**config.mk**
```make
export PLATFORM = sky130hd
export DESIGN_NAME = dphy_lp_hs_seq
export DESIGN_NICKNAME = d
export VERILOG_FILES = /design/src/rtl/dphy_seq_pkg.sv /design/src/rtl/dphy_seq_timer.sv /design/src/rtl/dphy_seq_fsm.sv /design/src/rtl/dphy_lane_drive.sv /design/src/rtl/dphy_seq_rst_sync.sv /design/src/rtl/dphy_lp_hs_seq.sv
export SDC_FILE = /design/constraint.sdc
export NUM_CORES = 1
export LEC_CHECK = 0
export ABC_AREA = 1
export BUFFER_PORTS_ARGS = -buffer_cell sky130_fd_sc_hd__buf_4
export CORE_MARGIN = 1.5
export CORE_UTILIZATION = 49
export CTS_CLUSTER_SIZE = 14
export DETAILED_ROUTE_END_ITERATION = 6
export GPL_TIMING_DRIVEN = 0
export PLACE_DENSITY = 0.73
export SKIP_LAST_GASP = 1
export SYNTH_ARGS = -nofsm -noshare
export SYNTH_HDL_FRONTEND = slang
export SYNTH_SLANG_ARGS = --single-unit
```
**constraint.sdc**
```tcl
create_clock -name clk -period 1.4 [get_ports clk]
set_clock_uncertainty 0.2 [all_clocks]
set_input_delay 0.07 -clock clk [delete_from_list [all_inputs] [get_ports clk]]
set_output_delay 0.07 -clock clk [all_outputs]
set_load 0.05 [all_outputs]
```
**src/rtl/dphy_seq_pkg.sv**
```systemverilog
package dphy_seq_pkg;

  typedef enum logic [3:0] {
    ST_IDLE,
    ST_CK_LP01,
    ST_CK_LP00,
    ST_CK_HS,
    ST_DT_LP01,
    ST_DT_LP00,
    ST_DT_LEAD,
    ST_DT_ACTIVE,
    ST_DT_DRAIN,
    ST_CK_TAIL
  } seq_state_e;

  // line codes, bit 1 = P wire, bit 0 = N wire
  localparam logic [1:0] LINE_STOP   = 2'b11;
  localparam logic [1:0] LINE_HS_RQ  = 2'b01;
  localparam logic [1:0] LINE_BRIDGE = 2'b00;

  typedef struct packed {
    logic [1:0] line;
    logic       hs_oe;
  } lane_ctrl_t;

endpackage

```
**src/rtl/dphy_seq_timer.sv**
```systemverilog
module dphy_seq_timer #(
  parameter int WIDTH = 4
) (
  input  logic             clk,
  input  logic             rst_n,
  input  logic             clr,
  input  logic             en,
  output logic [WIDTH-1:0] count
);

  logic [WIDTH-1:0] count_nxt;

  always_comb begin
    count_nxt = count;
    if (clr)     count_nxt = '0;
    else if (en) count_nxt = count + 1'b1;
  end

  always_ff @(posedge clk or negedge rst_n) begin
    if (!rst_n) count <= '0;
    else        count <= count_nxt;
  end

endmodule

```
**src/rtl/dphy_seq_fsm.sv**
```systemverilog
module dphy_seq_fsm
  import dphy_seq_pkg::*;
#(
  parameter int CLK_TO_DATA = 3,
  parameter int DATA_LEAD   = 2,
  parameter int DATA_DRAIN  = 2,
  parameter int CLK_TAIL    = 4,
  parameter int SW          = 3,
  parameter int EW          = 3
) (
  input  logic          clk,
  input  logic          rst_n,
  input  logic          hs_req,
  input  logic [SW-1:0] start_cnt,
  input  logic [EW-1:0] end_cnt,
  output logic          start_clr,
  output logic          start_en,
  output logic          end_clr,
  output logic          end_en,
  output lane_ctrl_t    clk_ctrl,
  output lane_ctrl_t    data_ctrl,
  output logic          byte_valid
);

  localparam logic [SW-1:0] START_C2D_LAST  = SW'(CLK_TO_DATA - 1);
  localparam logic [SW-1:0] START_LEAD_LAST = SW'(CLK_TO_DATA + DATA_LEAD - 1);
  localparam logic [EW-1:0] END_DRAIN_LAST  = EW'(DATA_DRAIN - 1);
  localparam logic [EW-1:0] END_TAIL_LAST   = EW'(DATA_DRAIN + CLK_TAIL - 1);

  seq_state_e state, state_nxt;

  always_comb begin
    state_nxt = state;
    unique case (state)
      ST_IDLE:      if (hs_req) state_nxt = ST_CK_LP01;
      ST_CK_LP01:   state_nxt = ST_CK_LP00;
      ST_CK_LP00:   state_nxt = ST_CK_HS;
      ST_CK_HS:     if (start_cnt == START_C2D_LAST) state_nxt = ST_DT_LP01;
      ST_DT_LP01:   state_nxt = ST_DT_LP00;
      ST_DT_LP00:   state_nxt = ST_DT_LEAD;
      ST_DT_LEAD:   if (start_cnt == START_LEAD_LAST)
                      state_nxt = hs_req ? ST_DT_ACTIVE : ST_DT_DRAIN;
      ST_DT_ACTIVE: if (!hs_req) state_nxt = ST_DT_DRAIN;
      ST_DT_DRAIN:  if (end_cnt == END_DRAIN_LAST) state_nxt = ST_CK_TAIL;
      ST_CK_TAIL:   if (end_cnt == END_TAIL_LAST) state_nxt = ST_IDLE;
      default:      state_nxt = ST_IDLE;
    endcase
  end

  always_ff @(posedge clk or negedge rst_n) begin
    if (!rst_n) state <= ST_IDLE;
    else        state <= state_nxt;
  end

  // timer controls
  always_comb begin
    start_clr = (state == ST_IDLE);
    start_en  = (state == ST_CK_HS) || (state == ST_DT_LEAD);
    end_clr   = (state == ST_IDLE);
    end_en    = (state == ST_DT_DRAIN) || (state == ST_CK_TAIL);
  end

  // lane decode
  always_comb begin
    clk_ctrl   = '{line: LINE_STOP,   hs_oe: 1'b0};
    data_ctrl  = '{line: LINE_STOP,   hs_oe: 1'b0};
    byte_valid = 1'b0;
    unique case (state)
      ST_IDLE: ;
      ST_CK_LP01: clk_ctrl = '{line: LINE_HS_RQ,  hs_oe: 1'b0};
      ST_CK_LP00: clk_ctrl = '{line: LINE_BRIDGE, hs_oe: 1'b0};
      ST_CK_HS, ST_CK_TAIL:
        clk_ctrl = '{line: LINE_BRIDGE, hs_oe: 1'b1};
      ST_DT_LP01: begin
        clk_ctrl  = '{line: LINE_BRIDGE, hs_oe: 1'b1};
        data_ctrl = '{line: LINE_HS_RQ,  hs_oe: 1'b0};
      end
      ST_DT_LP00: begin
        clk_ctrl  = '{line: LINE_BRIDGE, hs_oe: 1'b1};
        data_ctrl = '{line: LINE_BRIDGE, hs_oe: 1'b0};
      end
      ST_DT_LEAD, ST_DT_DRAIN: begin
        clk_ctrl  = '{line: LINE_BRIDGE, hs_oe: 1'b1};
        data_ctrl = '{line: LINE_BRIDGE, hs_oe: 1'b1};
      end
      ST_DT_ACTIVE: begin
        clk_ctrl   = '{line: LINE_BRIDGE, hs_oe: 1'b1};
        data_ctrl  = '{line: LINE_BRIDGE, hs_oe: 1'b1};
        byte_valid = 1'b1;
      end
      default: ;
    endcase
  end

endmodule

```
**src/rtl/dphy_lane_drive.sv**
```systemverilog
module dphy_lane_drive
  import dphy_seq_pkg::*;
(
  input  lane_ctrl_t ctrl,
  output logic [1:0] line,
  output logic       hs_oe
);

  always_comb begin
    line  = ctrl.line;
    hs_oe = ctrl.hs_oe;
  end

endmodule

```
**src/rtl/dphy_seq_rst_sync.sv**
```systemverilog
module dphy_seq_rst_sync (
  input  logic clk,
  input  logic rst_n,
  output logic rst_n_sync
);

  logic [1:0] stage;

  always_ff @(posedge clk or negedge rst_n) begin
    if (!rst_n) stage <= 2'b00;
    else        stage <= {stage[0], 1'b1};
  end

  assign rst_n_sync = stage[1];

endmodule

```
**src/rtl/dphy_lp_hs_seq.sv**
```systemverilog
module dphy_lp_hs_seq
  import dphy_seq_pkg::*;
#(
  parameter int N_LANES     = 2,
  parameter int CLK_TO_DATA = 3,
  parameter int DATA_LEAD   = 2,
  parameter int DATA_DRAIN  = 2,
  parameter int CLK_TAIL    = 4
) (
  input  logic                 clk,
  input  logic                 rst_n,
  input  logic                 hs_req,
  output logic [1:0]           clk_lp,
  output logic                 clk_hs_oe,
  output logic [2*N_LANES-1:0] data_lp,
  output logic [N_LANES-1:0]   data_hs_oe,
  output logic                 byte_valid
);

  localparam int SW = $clog2(CLK_TO_DATA + DATA_LEAD + 1);
  localparam int EW = $clog2(DATA_DRAIN + CLK_TAIL + 1);

  logic          rst_n_int;
  logic          start_clr, start_en, end_clr, end_en;
  logic [SW-1:0] start_cnt;
  logic [EW-1:0] end_cnt;
  lane_ctrl_t    clk_ctrl, data_ctrl;

  dphy_seq_rst_sync u_rst (
    .clk        (clk),
    .rst_n      (rst_n),
    .rst_n_sync (rst_n_int)
  );

  dphy_seq_timer #(.WIDTH(SW)) u_start_tmr (
    .clk   (clk),
    .rst_n (rst_n_int),
    .clr   (start_clr),
    .en    (start_en),
    .count (start_cnt)
  );

  dphy_seq_timer #(.WIDTH(EW)) u_end_tmr (
    .clk   (clk),
    .rst_n (rst_n_int),
    .clr   (end_clr),
    .en    (end_en),
    .count (end_cnt)
  );

  dphy_seq_fsm #(
    .CLK_TO_DATA (CLK_TO_DATA),
    .DATA_LEAD   (DATA_LEAD),
    .DATA_DRAIN  (DATA_DRAIN),
    .CLK_TAIL    (CLK_TAIL),
    .SW          (SW),
    .EW          (EW)
  ) u_fsm (
    .clk        (clk),
    .rst_n      (rst_n_int),
    .hs_req     (hs_req),
    .start_cnt  (start_cnt),
    .end_cnt    (end_cnt),
    .start_clr  (start_clr),
    .start_en   (start_en),
    .end_clr    (end_clr),
    .end_en     (end_en),
    .clk_ctrl   (clk_ctrl),
    .data_ctrl  (data_ctrl),
    .byte_valid (byte_valid)
  );

  dphy_lane_drive u_clk_lane (
    .ctrl  (clk_ctrl),
    .line  (clk_lp),
    .hs_oe (clk_hs_oe)
  );

  for (genvar i = 0; i < N_LANES; i++) begin : g_data_lane
    dphy_lane_drive u_lane (
      .ctrl  (data_ctrl),
      .line  (data_lp[2*i +: 2]),
      .hs_oe (data_hs_oe[i])
    );
  end

endmodule

```
==> summary.md, run 1 <==
| Metric | Value |
|---|---|
| Register area share after synthesis | `between 30% and 40%` |
| Root Buffer Master | `clkbuf_4` |
| Syn Inst Count | `between 100 and 150` |
| Detail Route Antenna Nets | `0` |
| Synth Area in Simple Gates | `between 30% and 40%` |
| Share of cells above drive strength 1 | `49.68%` |
| Worst setup SP type | `flop` |
| Worst hold slack | `-0.02240 ns` |
| Antenna violations before repair | `0` |
| Number of global-route vias before repair | `a little under 900` |
| Largest family of logic cells by synthesized area | `simple AND/OR/NAND/NOR gates` |
| Via Count | `around 1000` |
| Total routing usage reported by global routing | `25.94%` |
| Post-DP HPWL | `between 1000 and 1500 um` |
| Die ar. | `a little under 2000 sq um` |
| Req. time, crit path | `around 1.1 ns` |
| Final net count | `166` |
| Worst Hold Class | `flop to asynchronous set/reset pin` |
| Failing checks | `negative hold slack, negative setup slack` |
| Final setup viols | `20` |
| Worst-path clk slew | `~0.08 ns` |
| Endpoint type of the worst setup path | `output pin` |
| Fin. Hold Viols | `10` |
| CP Max Fanout | `5` |
| Yosys warns | `0` |
| Diodes inserted | `0` |
| Area Overhead vs Synth | `73.87%` |
| Final Cycle Share | `136.6%` |
| Crit path cell chain | `inv_1 > nand2_1 > o21ai_4 > inv_4 > nand2_8 > nor3_4 > buf_6` |
| Final WS setup | `-0.5129 ns` |
| Synth Area in XOR/XNOR | `0%` |
| Setup_tns | `-6.769 ns` |
| Max Cap Violations | `0` |
| Largest net degree at the start of global routing | `11` |
| Clock sinks | `12` |
| Synth Area per Inst | `7.079 sq um` |
| Vias/cell | `between 6 and 7` |
| Achievable Freq | `522.8 MHz` |
| # rows | `14` |
| Clock Tree Buf Depth | `2` |
| Status | `finished, violations left` |
| Core area | `1541 sq um` |
| Yosys reg bits | `12` |
| Post-synthesis mux area share | `0%` |
| WS Path Type | `flop to output pin` |
| Number of port buffers | `12` |
| DIE HEIGHT | `44.12 um` |
| Clock period minus worst slack | `1.913 ns` |
| Chip width | `between 40 and 50 um` |
| Synth cell types | `20` |
| Cell Area, Synth | `~830 sq um` |
| Starting Density | `between 50% and 60%` |
| Share of synthesized cell area in full adder, half adder and majority cells | `under 10%` |
| 1st-iter DRT viols | `60` |
| FILL cells | `50` |
| H-tree depth | `1` |
| First-pass iteration count of the detailed router | `4` |
| Fin. max-slew vios | `0` |
| Global placer's final weighted congestion | `0.8381` |
| TritonCTS buffer count | `3` |
| Overflow after GRT | `0` |
| Worst Path Arrival | `1.64 ns` |
| Mapped Nets | `between 100 and 150` |
| WL per Instance | `approximately 19 um` |
| Routed wire length | `about 3300 um` |
| Crit-path slowest cell | `dfrtp_2` |
| Clk Latency, worst-skew pair | `between 0.2 and 0.3 ns` |
| Compound-gate portion of the synthesized area | `8.610%` |
| # IOs | `13` |
| CTS tree | `yes` |
| First-pass GRT wire length | `roughly 3700 um` |
| Residual DRC count | `0` |
| CP peak stage delay | `around 0.46 ns` |
| RSZ-0062 raised after global routing | `true` |
metrics by stage:
step	cells	hold slack, ns	cell area (sq um)	setup slack (ns)	utilization [%]
floorplan	117	-0.4256	903.4	-0.3632	-
CTS	166	-0.01776	1289	-0.4223	83.60
finish	173	-0.02240	1440	-0.5129	93.43
global route	173	0.02063	1440	-0.5990	93.43
detailed placement	145	-0.3469	1013	-0.3476	65.75
global placement	145	-0.3475	1013	-0.3048	65.75
sequential cells by signal, summed over array words and instances (netlist names):
signal and cells:
u_end_tmr.count 3, u_fsm.state 4, u_rst.stage 2, u_start_tmr.count 3
timing repair:
item,4_1_cts,5_1_grt
endpoints found under the hold margin,13,0
buffers inserted,14,7
hold buffers,3,0
setup endpoints to repair,20,20
pin swaps,11,8
resized for setup,28,29
layer usage:
layer  part of all wire (%)  GRT usage, %
met4                    5.3         10.30
met3                    7.9         4.898
met1                     36         28.20
met5                      0             0
met2                     50         48.82
critical path: cells and delay by family, from the launching register on:
| family | cells | cell delay, ns |
|---|---|---|
| simple gates | 3 | 0.30 |
| buf+inv | 3 | 0.38 |
| flops | 1 | 0.46 |
| compound gates | 1 | 0.23 |
cell usage after synthesis, drive strengths merged:
library cell / instances / area (sq um)
a21oi: 5 / 25.02
buf: 5 / 41.29
conb: 1 / 3.750
dfrtp: 12 / 300.3
ha: 5 / 62.56
inv: 14 / 52.55
nand2: 33 / 126.4
nand3: 15 / 75.07
nand3b: 1 / 7.510
nor2: 14 / 62.56
nor3: 4 / 25.02
o21ai: 7 / 38.79
o21bai: 1 / 7.510
cell families (layout without fill, tap and decap cells):
| kind of cell | count (synthesis) | count (layout) |
|---|---|---|
| AND/OR/NAND/NOR | 67 | 67 |
| other | 1 | 1 |
| adder cells (fa/ha/maj) | 5 | 5 |
| AO/OA/AOI/OAI | 13 | 13 |
| buffers and inverters | 19 | 59 |
| flip-flops | 12 | 12 |
path summary, 6_finish.rpt:
path | startpoint | end | slack (ns) | cells past startpoint
max | u_fsm.state[3]$_DFFE_PN0P_ | clk_lp[1] | -0.51 | 7
min | u_rst.stage[1]$_DFF_PN0_ | u_end_tmr.count[0]$_DFFE_PN0P_ | -0.02 | 0
max reg2reg | u_fsm.state[1]$_DFFE_PN0P_ | u_fsm.state[0]$_DFFE_PN0P_ | -0.46 | 8
min reg2reg | u_rst.stage[1]$_DFF_PN0_ | u_end_tmr.count[0]$_DFFE_PN0P_ | -0.02 | 0
max in group asynchronous | rst_n | u_rst.stage[1]$_DFF_PN0_ | 0.40 | 3
min in group clk | u_rst.stage[0]$_DFF_PN0_ | u_rst.stage[1]$_DFF_PN0_ | 0.15 | 0
area by class of cell:
cell class | count | area [sq um] | share of cell area [%]
buffer | 5 | 48.80 | 3.388
clock buffer | 4 | 36.28 | 2.520
tap | 16 | 20.02 | 1.390
timing repair buffer | 36 | 352.8 | 24.50
multi-input combinational | 86 | 619.3 | 43.01
inverter | 14 | 60.06 | 4.170
sequential | 12 | 302.8 | 21.03
placed cells by master, fill, tap and decap left out, drive strengths merged:
cell,instances
buf,38
nand2,33
nand3,15
inv,14
nor2,14
dfrtp,12
o21ai,7
ha,5
a21oi,5
nor3,4
clkbuf,4
dlygate4sd3,3
o21bai,1
nand3b,1
conb,1
Power of run 1 is left out: the tool's default activity adds up to more than one toggle a clock period on the data nets, which glitch-free logic cannot reach.
==> run 2, diff against run 1 <==
--- a/config.mk
+++ b/config.mk
@@ -13,7 +13,6 @@
 export DETAILED_ROUTE_END_ITERATION = 6
 export GPL_TIMING_DRIVEN = 0
 export PLACE_DENSITY = 0.73
-export SKIP_LAST_GASP = 1
 export SYNTH_ARGS = -nofsm -noshare
 export SYNTH_HDL_FRONTEND = slang
 export SYNTH_SLANG_ARGS = --single-unit
==> run 2 against run 1 <==
The flow still finishes with violations (negative hold slack, negative setup slack). Critical path depth increased by 1. Cell count unchanged. Die area unchanged. Worst setup slack got worse by 0.055 ns. Global-route usage unchanged. Worst hold slack improved by 0.0064 ns. First-iteration DRC count increased by 58%. Cell area increased by 0.61%. Via count increased by 2.8%. Utilization increased by 0.57 points. Clock-buffer cell count unchanged.
==> summary.md, run 2 (same netlist as run 1, synthesis figures left out) <==
| Metric | Value |
|---|---|
| Status | `finished, violations left (unchanged)` |
| Failing checks | `negative hold slack, negative setup slack (unchanged)` |
| Die ar. | `1946 sq um (unchanged)` |
| First-pass GRT wire length | `3677 um (unchanged)` |
| Worst setup SP type | `flop (unchanged)` |
| Detail Route Antenna Nets | `0 (unchanged)` |
| Diodes inserted | `0 (unchanged)` |
| Fin. max-slew vios | `0 (unchanged)` |
| Crit path buffers/inverters | `4 (was 3)` |
| Root Buffer Master | `clkbuf_4 (unchanged)` |
| Clock period minus worst slack | `1.968 ns (was 1.913 ns)` |
| 1st-iter DRT viols | `95 (was 60)` |
| Final net count | `166 (unchanged)` |
| RSZ-0062 raised after global routing | `true (unchanged)` |
| H-tree depth | `1 (unchanged)` |
| Most frequent cells in the layout | `nand2_1, buf_4, buf_6 (was nand2_1, buf_4, buf_6, nand3_1, dfrtp_1)` |
| CP peak stage delay | `0.42 ns (was 0.46 ns)` |
| Number of global-route vias before repair | `871 (unchanged)` |
| Number of port buffers | `12 (unchanged)` |
| Logic pwr share | `between 70 and 80%` |
| Biggest regs | `u_fsm.state x4, u_end_tmr.count x3, u_start_tmr.count x3 (unchanged)` |
| Dpl ws | `-0.3476 ns (unchanged)` |
| Crit path cell chain | `inv_2 > buf_6 > nor3_4 > nor2_2 > nand2_2 > a21oi_4 > buf_6 > buf_8 (was inv_1 > nand2_1 > o21ai_4 > inv_4 > nand2_8 > nor3_4 > buf_6)` |
| Most common cell on crit path | `buf_6` |
| WS Path Type | `flop to output pin (unchanged)` |
| Crit-path slowest cell | `dfrtp_1 (was dfrtp_2)` |
| Total routing usage reported by global routing | `25.94% (unchanged)` |
| CTS tree | `yes (unchanged)` |
| Tot Pwr | `slightly below 4 mW` |
| Fin. Hold Viols | `10 (unchanged)` |
| Final core utilization | `93.99% (was 93.43%)` |
| Pwr per Cell Area | `around 2700 nW/um^2` |
| Final setup viols | `20 (unchanged)` |
| WL per Instance | `20.07 um (was 19.27 um)` |
| Overflow after GRT | `0 (unchanged)` |
| P_leak | `0.7397 nW` |
| Part of the power in registers | `15.1%` |
| Post-DP HPWL | `1378 um (unchanged)` |
| Biggest register | `u_fsm.state (unchanged)` |
| Final Cycle Share | `140.6% (was 136.6%)` |
| Sw frac | `roughly 55%` |
| Core area | `1541 sq um (unchanged)` |
| FILL cells | `41 (was 50)` |
| P_sw | `between 2 and 2.5 mW` |
| Via Count | `1069 (was 1040)` |
| Req. time, crit path | `1.13 ns (about the same)` |
| Crit path max-delay family | `buffers and inverters (was flip-flops)` |
| Clk Latency, worst-skew pair | `0.28 ns (about the same)` |
| Area of the multi-input gates | `624.3 sq um (was 619.3 sq um)` |
| # IOs | `13 (unchanged)` |
| Residual DRC count | `0 (unchanged)` |
| CP Max Fanout | `5 (unchanged)` |
| Final WS setup | `-0.5683 ns (was -0.5129 ns)` |
| Sequential Area | `302.8 sq um (unchanged)` |
| Achievable Freq | `508.1 MHz (was 522.8 MHz)` |
| DIE HEIGHT | `44.12 um (unchanged)` |
| Internal Pwr Total | `approximately 1.8 mW` |
| Worst Path Arrival | `1.70 ns (was 1.64 ns)` |
| Worst Hold Class | `flop to asynchronous set/reset pin (unchanged)` |
| Routed wire length | `3472 um (was 3334 um)` |
| First-pass iteration count of the detailed router | `5 (was 4)` |
| # rows | `14 (unchanged)` |
| Clock Tree Buf Depth | `2 (unchanged)` |
| Largest net degree at the start of global routing | `11 (unchanged)` |
| Most common cell after layout, fill and taps aside | `nand2_1 (unchanged)` |
| Max reg flops | `4 (unchanged)` |
| Share of cells above drive strength 1 | `50.32% (was 49.68%)` |
| Starting Density | `53.73% (unchanged)` |
| Clock sinks | `12 (unchanged)` |
| Maximum vdd drop | `1712 uV` |
| Antenna violations before repair | `0 (unchanged)` |
| Vias/cell | `6.179 (was 6.012)` |
| Chip width | `44.12 um (unchanged)` |
| Max Cap Violations | `0 (unchanged)` |
| TritonCTS buffer count | `3 (unchanged)` |
| Worst-path clk slew | `0.09 ns (was 0.08 ns)` |
| Endpoint type of the worst setup path | `output pin (unchanged)` |
| Worst hold slack | `-0.01604 ns (was -0.02240 ns)` |
| Area Overhead vs Synth | `74.92% (was 73.87%)` |
| Clk pwr share | `7.3%` |
| Global placer's final weighted congestion | `0.8381 (unchanged)` |
## run 2: power by group through the flow
stage / Combinational [mW] / Clock (mW) / Sequential (mW)
after floorplan: 1.66 / 0 / 0.531
after global placement: 2.04 / 0 / 0.551
after detailed placement: 2.08 / 0 / 0.557
after CTS: 2.54 / 0.280 / 0.564
after global routing: 3.17 / 0.308 / 0.606
final: 3.06 / 0.287 / 0.595
## run 2: timing repair
| action | in CTS | in global routing |
|---|---|---|
| pin swaps | 11 | 8 |
| setup buffers | 14 | 7 |
| endpoints found under the hold margin | 13 | 0 |
| resized for setup | 28 | 32 |
| cloned | 0 | 0 |
| setup endpoints to repair | 20 | 20 |
| hold buffers | 3 | 0 |
## run 2: area by class of cell
cell class / instances / share of cell area (%)
Timing Repair Buffer: 36 / 24.61
Sequential cell: 12 / 20.90
Buffer: 5 / 3.368
Inverter: 14 / 4.145
Clock buffer: 4 / 2.504
Tap cell: 16 / 1.382
Multi-Input combinational cell: 86 / 43.09
## run 2: final timing paths
kind	end	start	slack, ns	depth (start not counted)
worst max register to register	u_fsm.state[1]$_DFFE_PN0P_	u_fsm.state[1]$_DFFE_PN0P_	-0.49	8
worst min register to register	u_end_tmr.count[2]$_DFFE_PN0P_	u_rst.stage[1]$_DFF_PN0_	-0.02	0
worst max-delay path	data_lp[2]	u_fsm.state[2]$_DFFE_PN0P_	-0.57	8
worst min-delay path	u_end_tmr.count[2]$_DFFE_PN0P_	u_rst.stage[1]$_DFF_PN0_	-0.02	0
min in group clk	u_rst.stage[1]$_DFF_PN0_	u_rst.stage[0]$_DFF_PN0_	0.16	0
max in group asynchronous	u_rst.stage[1]$_DFF_PN0_	rst_n	0.40	3
## run 2: through the flow
| step | std cells | setup TNS [ns] | area (sq um) | hold slack (ns) |
|---|---|---|---|---|
| 3_5_place_dp | 145 | -4.343 | 1013 | -0.3469 |
| 6_report | 173 | -7.614 | 1449 | -0.01604 |
| 2_1_floorplan | 117 | -2.114 | 903.4 | -0.4256 |
| 5_1_grt | 173 | -8.055 | 1449 | 0.04267 |
| 4_1_cts | 166 | -5.103 | 1289 | -0.01776 |
| 3_3_place_gp | 145 | -3.514 | 1013 | -0.3475 |
## run 2: routing by layer
| metal | track usage [%] | vias up | part of all wire [%] |
|---|---|---|---|
| li1 | - | 451 | - |
| met1 | 28.20 | 479 | 36 |
| met2 | 48.82 | 107 | 48 |
| met3 | 4.898 | 32 | 9.6 |
| met4 | 10.30 | 0 | 6.3 |
| met5 | 0 | - | 0 |
Note: power is estimated with default switching activity, not from simulation.
